[config.mk]
export PLATFORM = sky130hd
export DESIGN_NAME = irq_vector_ctrl
export DESIGN_NICKNAME = d
export VERILOG_FILES = /design/src/rtl/irq_vec_pkg.sv /design/src/rtl/irqv_regfile.sv /design/src/rtl/irqv_select.sv /design/src/rtl/irqv_level_stack.sv /design/src/rtl/irq_vector_ctrl.sv
export SDC_FILE = /design/constraint.sdc
export NUM_CORES = 2
export LEC_CHECK = 0
export BUFFER_PORTS_ARGS = -buffer_cell sky130_fd_sc_hd__clkbuf_2
export CAP_MARGIN = 20
export CORE_ASPECT_RATIO = 0.7
export CORE_MARGIN = 2
export CORE_UTILIZATION = 60
export CTS_CLUSTER_DIAMETER = 60
export DETAILED_ROUTE_END_ITERATION = 16
export PLACE_DENSITY = 0.77
export SLEW_MARGIN = 20
export SYNTH_ARGS = -nofsm -noshare
export SYNTH_HDL_FRONTEND = slang
export SYNTH_SLANG_ARGS = --single-unit
[constraint.sdc]
create_clock -name clk -period 5.8 [get_ports clk]
set_input_delay 0.29 -clock clk [delete_from_list [all_inputs] [get_ports clk]]
set_output_delay 0.29 -clock clk [all_outputs]
set_load 0.03 [all_outputs]
[src/rtl/irq_vec_pkg.sv]
// Package: shared types for the vectored interrupt controller.
// Assumes: nothing beyond the standard language.
package irq_vec_pkg;

    // Handshake state toward the processor.
    typedef enum logic {
        HS_IDLE = 1'b0,
        HS_REQ  = 1'b1
    } hs_state_t;

endpackage

[src/rtl/irqv_regfile.sv]
// Module: irqv_regfile
// Holds one handler address per source and the source enable mask.
// Decodes the end-of-service address into a single-cycle pulse.
// Assumes: NSRC <= VEC_W, so that the enable mask fits in one data word.
module irqv_regfile #(
    parameter int NSRC   = 16,
    parameter int VEC_W  = 32,
    parameter int ADDR_W = 5
) (
    input  logic                  clk,
    input  logic                  rst_n,
    input  logic                  we,
    input  logic [ADDR_W-1:0]     addr,
    input  logic [VEC_W-1:0]      wdata,
    output logic [NSRC*VEC_W-1:0] vec_flat,
    output logic [NSRC-1:0]       src_en,
    output logic                  eos_pulse
);
    localparam logic [ADDR_W-1:0] EN_ADDR  = ADDR_W'(NSRC);
    localparam logic [ADDR_W-1:0] EOS_ADDR = ADDR_W'(NSRC + 1);

    // One vector register per source.
    for (genvar g = 0; g < NSRC; g++) begin : g_vec
        logic [VEC_W-1:0] vec_q;

        // Purpose: load the vector register on a write to its own address.
        always_ff @(posedge clk) begin
            if (!rst_n) begin
                vec_q <= '0;
            end else if (we && addr == ADDR_W'(g)) begin
                vec_q <= wdata;
            end
        end

        assign vec_flat[g*VEC_W +: VEC_W] = vec_q;
    end

    // Purpose: enable mask register; it clears to all-disabled on reset.
    always_ff @(posedge clk) begin
        if (!rst_n) begin
            src_en <= '0;
        end else if (we && addr == EN_ADDR) begin
            src_en <= wdata[NSRC-1:0];
        end
    end

    // Purpose: an end-of-service write turns into a pop request.
    always_comb begin
        eos_pulse = we && (addr == EOS_ADDR);
    end

endmodule

[src/rtl/irqv_select.sv]
// Module: irqv_select
// Fixed-priority selection: finds the lowest-index source that is asserted,
// enabled and strictly below the current in-service level.
// Assumes: level equals NSRC when nothing is in service.
module irqv_select #(
    parameter int NSRC  = 16,
    parameter int IDX_W = 4,
    parameter int LVL_W = 5
) (
    input  logic             clk,
    input  logic             rst_n,
    input  logic [NSRC-1:0]  req,
    input  logic [NSRC-1:0]  enable,
    input  logic [LVL_W-1:0] level,
    output logic             found,
    output logic [IDX_W-1:0] winner
);
    logic [NSRC-1:0] eligible;

    // Purpose: qualify each source by its enable bit and by the threshold.
    always_comb begin
        for (int i = 0; i < NSRC; i++) begin
            eligible[i] = req[i] && enable[i] && (LVL_W'(i) < level);
        end
    end

    // Purpose: scan from the lowest priority upward so the lowest index wins.
    always_comb begin
        found  = 1'b0;
        winner = '0;
        for (int i = NSRC - 1; i >= 0; i--) begin
            if (eligible[i]) begin
                found  = 1'b1;
                winner = IDX_W'(i);
            end
        end
    end

    // The chosen source must be requesting and enabled.
    assert_winner_enabled_R2: assert property (@(posedge clk) disable iff (!rst_n)
        found |-> (req[winner] && enable[winner]));

    // The chosen source must lie strictly above the in-service level.
    assert_winner_above_level_R7: assert property (@(posedge clk) disable iff (!rst_n)
        found |-> ({1'b0, winner} < level));

endmodule

[src/rtl/irqv_level_stack.sv]
// Module: irqv_level_stack
// Stack of in-service source indices.
// A push records a serviced level and a pop restores the one below it.
// Assumes: pushes only ever carry an index below the current top, so NSRC
// entries are always enough.
module irqv_level_stack #(
    parameter int NSRC  = 16,
    parameter int IDX_W = 4,
    parameter int LVL_W = 5
) (
    input  logic             clk,
    input  logic             rst_n,
    input  logic             push,
    input  logic [IDX_W-1:0] push_idx,
    input  logic             pop,
    output logic [LVL_W-1:0] cur_level
);
    logic [IDX_W-1:0] slot [NSRC];
    logic [LVL_W-1:0] sp;
    logic [IDX_W-1:0] top_ptr;
    logic [IDX_W-1:0] wr_ptr;

    // Purpose: point at the top entry and at the next free entry.
    always_comb begin
        top_ptr = IDX_W'(sp - LVL_W'(1));
        wr_ptr  = sp[IDX_W-1:0];
    end

    // Purpose: update the stack; a push together with a pop replaces the top.
    always_ff @(posedge clk) begin
        if (!rst_n) begin
            sp <= '0;
            for (int i = 0; i < NSRC; i++) begin
                slot[i] <= '0;
            end
        end else if (push && pop && sp != '0) begin
            slot[top_ptr] <= push_idx;
        end else if (push) begin
            slot[wr_ptr] <= push_idx;
            sp           <= sp + LVL_W'(1);
        end else if (pop && sp != '0) begin
            sp <= sp - LVL_W'(1);
        end
    end

    // Purpose: the threshold is the top entry, or NSRC when the stack is empty.
    always_comb begin
        if (sp == '0) begin
            cur_level = LVL_W'(NSRC);
        end else begin
            cur_level = {1'b0, slot[top_ptr]};
        end
    end

    // A push onto a full stack must never happen.
    assert_no_overflow_R7: assert property (@(posedge clk) disable iff (!rst_n)
        (push && !pop) |-> (sp < LVL_W'(NSRC)));

    // A pop from two or more entries lowers the priority, so the level rises.
    assert_pop_restores_R8: assert property (@(posedge clk) disable iff (!rst_n)
        (pop && !push && sp > LVL_W'(1)) |=> (cur_level > $past(cur_level)));

    // A pop on an empty stack leaves it empty.
    assert_empty_pop_R8: assert property (@(posedge clk) disable iff (!rst_n)
        (pop && !push && sp == '0) |=> (sp == '0));

endmodule

[src/rtl/irq_vector_ctrl.sv]
// Module: irq_vector_ctrl (top)
// Vectored interrupt controller with NSRC level sources, fixed priority
// (lower index wins), a per-source handler address and a nesting level stack.
// Assumes: the processor holds cpu_ack for one cycle to accept cpu_vec, and
// it signals the end of each handler with a write to address NSRC+1.
module irq_vector_ctrl
    import irq_vec_pkg::*;
#(
    parameter  int NSRC   = 16,
    parameter  int VEC_W  = 32,
    localparam int ADDR_W = $clog2(NSRC + 2)
) (
    input  logic              clk,
    input  logic              rst_n,
    input  logic [NSRC-1:0]   irq_src,
    input  logic              cfg_we,
    input  logic [ADDR_W-1:0] cfg_addr,
    input  logic [VEC_W-1:0]  cfg_wdata,
    output logic              cpu_irq,
    output logic [VEC_W-1:0]  cpu_vec,
    input  logic              cpu_ack
);
    localparam int IDX_W = $clog2(NSRC);
    localparam int LVL_W = IDX_W + 1;

    logic [NSRC*VEC_W-1:0] vec_flat;
    logic [NSRC-1:0]       src_en;
    logic                  eos_pulse;
    logic [LVL_W-1:0]      cur_level;
    logic                  found;
    logic [IDX_W-1:0]      winner;
    logic                  push;
    hs_state_t             state;
    logic [IDX_W-1:0]      held_idx;
    logic [VEC_W-1:0]      held_vec;

    irqv_regfile #(
        .NSRC  (NSRC),
        .VEC_W (VEC_W),
        .ADDR_W(ADDR_W)
    ) u_regs (
        .clk      (clk),
        .rst_n    (rst_n),
        .we       (cfg_we),
        .addr     (cfg_addr),
        .wdata    (cfg_wdata),
        .vec_flat (vec_flat),
        .src_en   (src_en),
        .eos_pulse(eos_pulse)
    );

    irqv_select #(
        .NSRC (NSRC),
        .IDX_W(IDX_W),
        .LVL_W(LVL_W)
    ) u_sel (
        .clk   (clk),
        .rst_n (rst_n),
        .req   (irq_src),
        .enable(src_en),
        .level (cur_level),
        .found (found),
        .winner(winner)
    );

    irqv_level_stack #(
        .NSRC (NSRC),
        .IDX_W(IDX_W),
        .LVL_W(LVL_W)
    ) u_stack (
        .clk      (clk),
        .rst_n    (rst_n),
        .push     (push),
        .push_idx (held_idx),
        .pop      (eos_pulse),
        .cur_level(cur_level)
    );

    // Purpose: the handshake completes when a held request is acknowledged.
    always_comb begin
        push = (state == HS_REQ) && cpu_ack;
    end

    // Purpose: capture the winner and hold it unchanged until acknowledged.
    always_ff @(posedge clk) begin
        if (!rst_n) begin
            state    <= HS_IDLE;
            held_idx <= '0;
            held_vec <= '0;
        end else begin
            case (state)
                HS_IDLE: begin
                    if (found) begin
                        state    <= HS_REQ;
                        held_idx <= winner;
                        held_vec <= vec_flat[winner*VEC_W +: VEC_W];
                    end
                end
                HS_REQ: begin
                    if (cpu_ack) begin
                        state <= HS_IDLE;
                    end
                end
                default: state <= HS_IDLE;
            endcase
        end
    end

    // Purpose: drive the processor-side outputs from the held registers.
    always_comb begin
        cpu_irq = (state == HS_REQ);
        cpu_vec = held_vec;
    end

    // An outstanding request and its address stay put until accepted.
    assert_vec_stable_R5: assert property (@(posedge clk) disable iff (!rst_n)
        (cpu_irq && !cpu_ack) |=> (cpu_irq && $stable(cpu_vec)));

    // Acceptance withdraws the request on the same edge.
    assert_ack_drops_R6: assert property (@(posedge clk) disable iff (!rst_n)
        (cpu_irq && cpu_ack) |=> !cpu_irq);

    // Each serviced level nests strictly above the one it interrupts.
    assert_strict_nest_R7: assert property (@(posedge clk) disable iff (!rst_n)
        push |-> ({1'b0, held_idx} < cur_level));

    // An acknowledge without a request leaves the level alone.
    assert_stray_ack_R10: assert property (@(posedge clk) disable iff (!rst_n)
        (!cpu_irq && cpu_ack && !eos_pulse) |=> $stable(cur_level));

endmodule

==> flow_metrics.env <==
export IMPL_numCtsBuffers=60
export IMPL_wl_microns=93000
export IMPL_setup_tns_ns=0
export IMPL_drv_slew=0
export IMPL_required_ns=6.35
export IMPL_first_pass_iters=6
export IMPL_crit_buf_inv=4
export IMPL_post_cts_buffers=0
export IMPL_yosys_top_cells_area="dfxtp_1 (39%), nand2_1 (20%), a21boi_0 (13%)"
export IMPL_synthDominantCellAreaShare_pct=38.7
export IMPL_path_delay_family="compound AO/OA/AOI/OAI gates"
export IMPL_post_place_cells=4325
export IMPL_crit_slowest_cell="ha_1"
export IMPL_drc=0
export IMPL_synth_fp_nets=3943
export IMPL_internal_power_uw=7090
export IMPL_grt_max_degree=154
export IMPL_tightestPinTransition_ns=1.22
export IMPL_pwr_share_clk_pct=42.8
export IMPL_status="complete, no violations"
export IMPL_ant_nets=0
export IMPL_start_kind="flop"
export IMPL_ir_drop_uv=234
export IMPL_dp_slack_ns=0.714
export IMPL_worstSetupPathType="reg2reg"
export IMPL_port_buffers=89
export IMPL_fillers=4044
export IMPL_insertion_delay_ns=0.62
export IMPL_synth_ff_type="dfxtp_1"
export IMPL_swShare_pct=25.5
export IMPL_io_pins=90
export IMPL_cts_sinks=634
export IMPL_grt_pass1_wl_microns=142000
export IMPL_fin_skew_ns=0.0141
export IMPL_syn_inst=3883
export IMPL_arrival_ns=5.85
export IMPL_fin_cells=4443
export IMPL_place_congestion=0.940
export IMPL_ys_seq_elements=634
export IMPL_h_tree_depth=2
export IMPL_via_count=27000
export IMPL_cts_resized=0
export IMPL_synth_area_leader_cell="dfxtp_1"
export IMPL_seq_area_frac_synth_pct=45.3
export IMPL_p_leak_uw=0.0101
export IMPL_relSlewSlack_pct=18.7
export IMPL_ys_async_sr_fraction_pct=0
export IMPL_cts_hold_buf=0
export IMPL_fin_util_pct=66.6
export IMPL_cts_root_buffer="clkbuf_16"
export IMPL_synth_distinct_cells=74
export IMPL_p_comb_share_pct=9.8
export IMPL_die_y_microns=189
export IMPL_grt_usage_pct=35.9
export IMPL_power_total_uw=9510
export IMPL_end_kind="flop"
export IMPL_drt_initial_drc_count=3811
export IMPL_finalCriticalPeriod_ns=5.30
export IMPL_start_util_pct=61.1
export IMPL_syn_area_sq_mm=0.0295
export IMPL_synth_common_cells="nand2_1 (1577), dfxtp_1 (570), a21boi_0 (528), clkbuf_1 (261), nand3_1 (252)"
export IMPL_clock_path_buffers=3
export IMPL_rsz0062_at_grt="false"
export IMPL_core_area_sq_mm=0.0482
export IMPL_period_share_pct=91.4
export IMPL_cellPowerDensity_mw_per_mm2=296
export IMPL_synth_most_common_cell="nand2_1"
export IMPL_cts_tree="done"
export IMPL_timing_final_ws_setup_ns=0.497
export IMPL_fmax_mhz=189
export IMPL_worstPathMaxFanout=17
export IMPL_min_path_type="in2reg"
export IMPL_drive_gt1_share_pct=8.08
export IMPL_crit_path_cell_trace="inv_1 > ha_1 > buf_4 > inv_1 > a2111oi_0 > a311oi_1 > o2bb2ai_2 > nor2_2 > a221o_1 > a21oi_1 > nor2_2 > buf_4 > o21ai_0 > a31oi_1 > nand4_1 > nand3_1"
export IMPL_max_cap_violations=0
export IMPL_yosys_warnings=0
export IMPL_hold_violations=0
export IMPL_area_growth_pct=9.05
export IMPL_path_clk_slew_ns=0.07
export IMPL_setup_viol=0
export IMPL_grt_pass1_vias=24300
export IMPL_avgRoutedWirePerCell_microns=20.9
export IMPL_dpl_hpwl_microns=51800
export IMPL_avgSynthCellArea_sq_um=7.58
export IMPL_die_area_sq_mm=0.0509
export IMPL_slowest_delay_ns=0.70
export IMPL_layout_nets=3797
export IMPL_power_switching_uw=2420
export IMPL_overflow=0
export IMPL_synth_edf_count=64
export IMPL_grt_antenna_before_repair=2
export IMPL_die_w_microns=269
export IMPL_seqPwrFrac_pct=47.4
export IMPL_routed_via_density=6.08
export IMPL_rows=67
[cell usage in the layout (no fill, tap or decap), drive strengths merged, types with 64 or more instances in the layout]
cell type,Yosys,routed
nand2,1577,1577
dfxtp,570,570
a21boi,529,529
nand3,252,252
clkbuf,261,182
o21ai,93,93
a31oi,74,74
nand4,73,73
and2,65,65
edfxtp,64,64
[path summary, 6_finish.rpt]
check	start	end	slack [ns]	depth (start not counted)
hold reg to reg	u_regs.g_vec[13].vec_q[22]	u_regs.g_vec[13].vec_q[22]	0.46	2
setup / recovery	u_stack.sp[1]	cpu_vec[9]	0.50	16
setup reg to reg	u_stack.sp[1]	cpu_vec[9]	0.50	16
hold / removal	cfg_wdata[19]	u_regs.g_vec[8].vec_q[19]	0.12	3
[kinds of logic (layout without fill, tap and decap cells)]
family | Yosys count | after routing | share of synthesized area, %
xor gates and xnor gates | 7 | 7 | 0.208
adders and majority gates | 3 | 3 | 0.127
AOI/OAI and AO/OA | 757 | 757 | 18.4
other | 0 | 1 | 0
buffers and inverters | 366 | 270 | 5.29
and+or+nand+nor | 2085 | 2085 | 29.4
DFF | 634 | 634 | 45.3
muxes | 31 | 31 | 1.33
[layout make-up]
class | instances | area, sq um | area share, %
repair buffers | 148 | 1120 | 3.48
clock buffers | 94 | 1860 | 5.79
inverters | 10 | 37.5 | 0.117
well taps | 655 | 820 | 2.55
multi-input cells | 2883 | 14800 | 46.0
flip-flops and latches | 634 | 13300 | 41.5
diodes | 1 | 2.50 | 0.00779
clock inverters | 18 | 175 | 0.545
[worst min-delay path, stage by stage]
cell and delay [ns]:
clkbuf_2 0.22, nand2_1 0.10, a21boi_0 0.06
[registers in the layout, indices dropped and copies added, names as in the netlist]
register,flops
cpu_vec,32
held_idx,4
cpu_irq,1
u_stack.slot,64
u_stack.sp,5
u_regs.src_en,16
u_regs.g_vec.vec_q,512
[power by group through the flow]
stage / sequential [uW] / clock [uW] / combinational (uW)
after global placement: 4600 / 0 / 890
final: 4510 / 4070 / 934
after global routing: 4510 / 4260 / 994
after floorplan: 4590 / 0 / 681
after detailed placement: 4600 / 0 / 899
after CTS: 4500 / 4080 / 903
[per-layer routing]
metal	part of all wire, %	GRT usage [%]	wire, microns
met1	42	50.8	39000
met2	43	54.0	40000
met5	0.024	0	22
met3	11	6.98	10600
met4	3.6	13.9	3380
[stage by stage]
step                      area, sq um  hold slack (ns)
after CTS                       32000            0.110
after detailed placement        29900            0.455
after floorplan                 29500            0.439
after global routing            32100            0.160
final                           32100            0.120
after global placement          29900            0.451
Note: power is estimated with default switching activity, not from simulation.
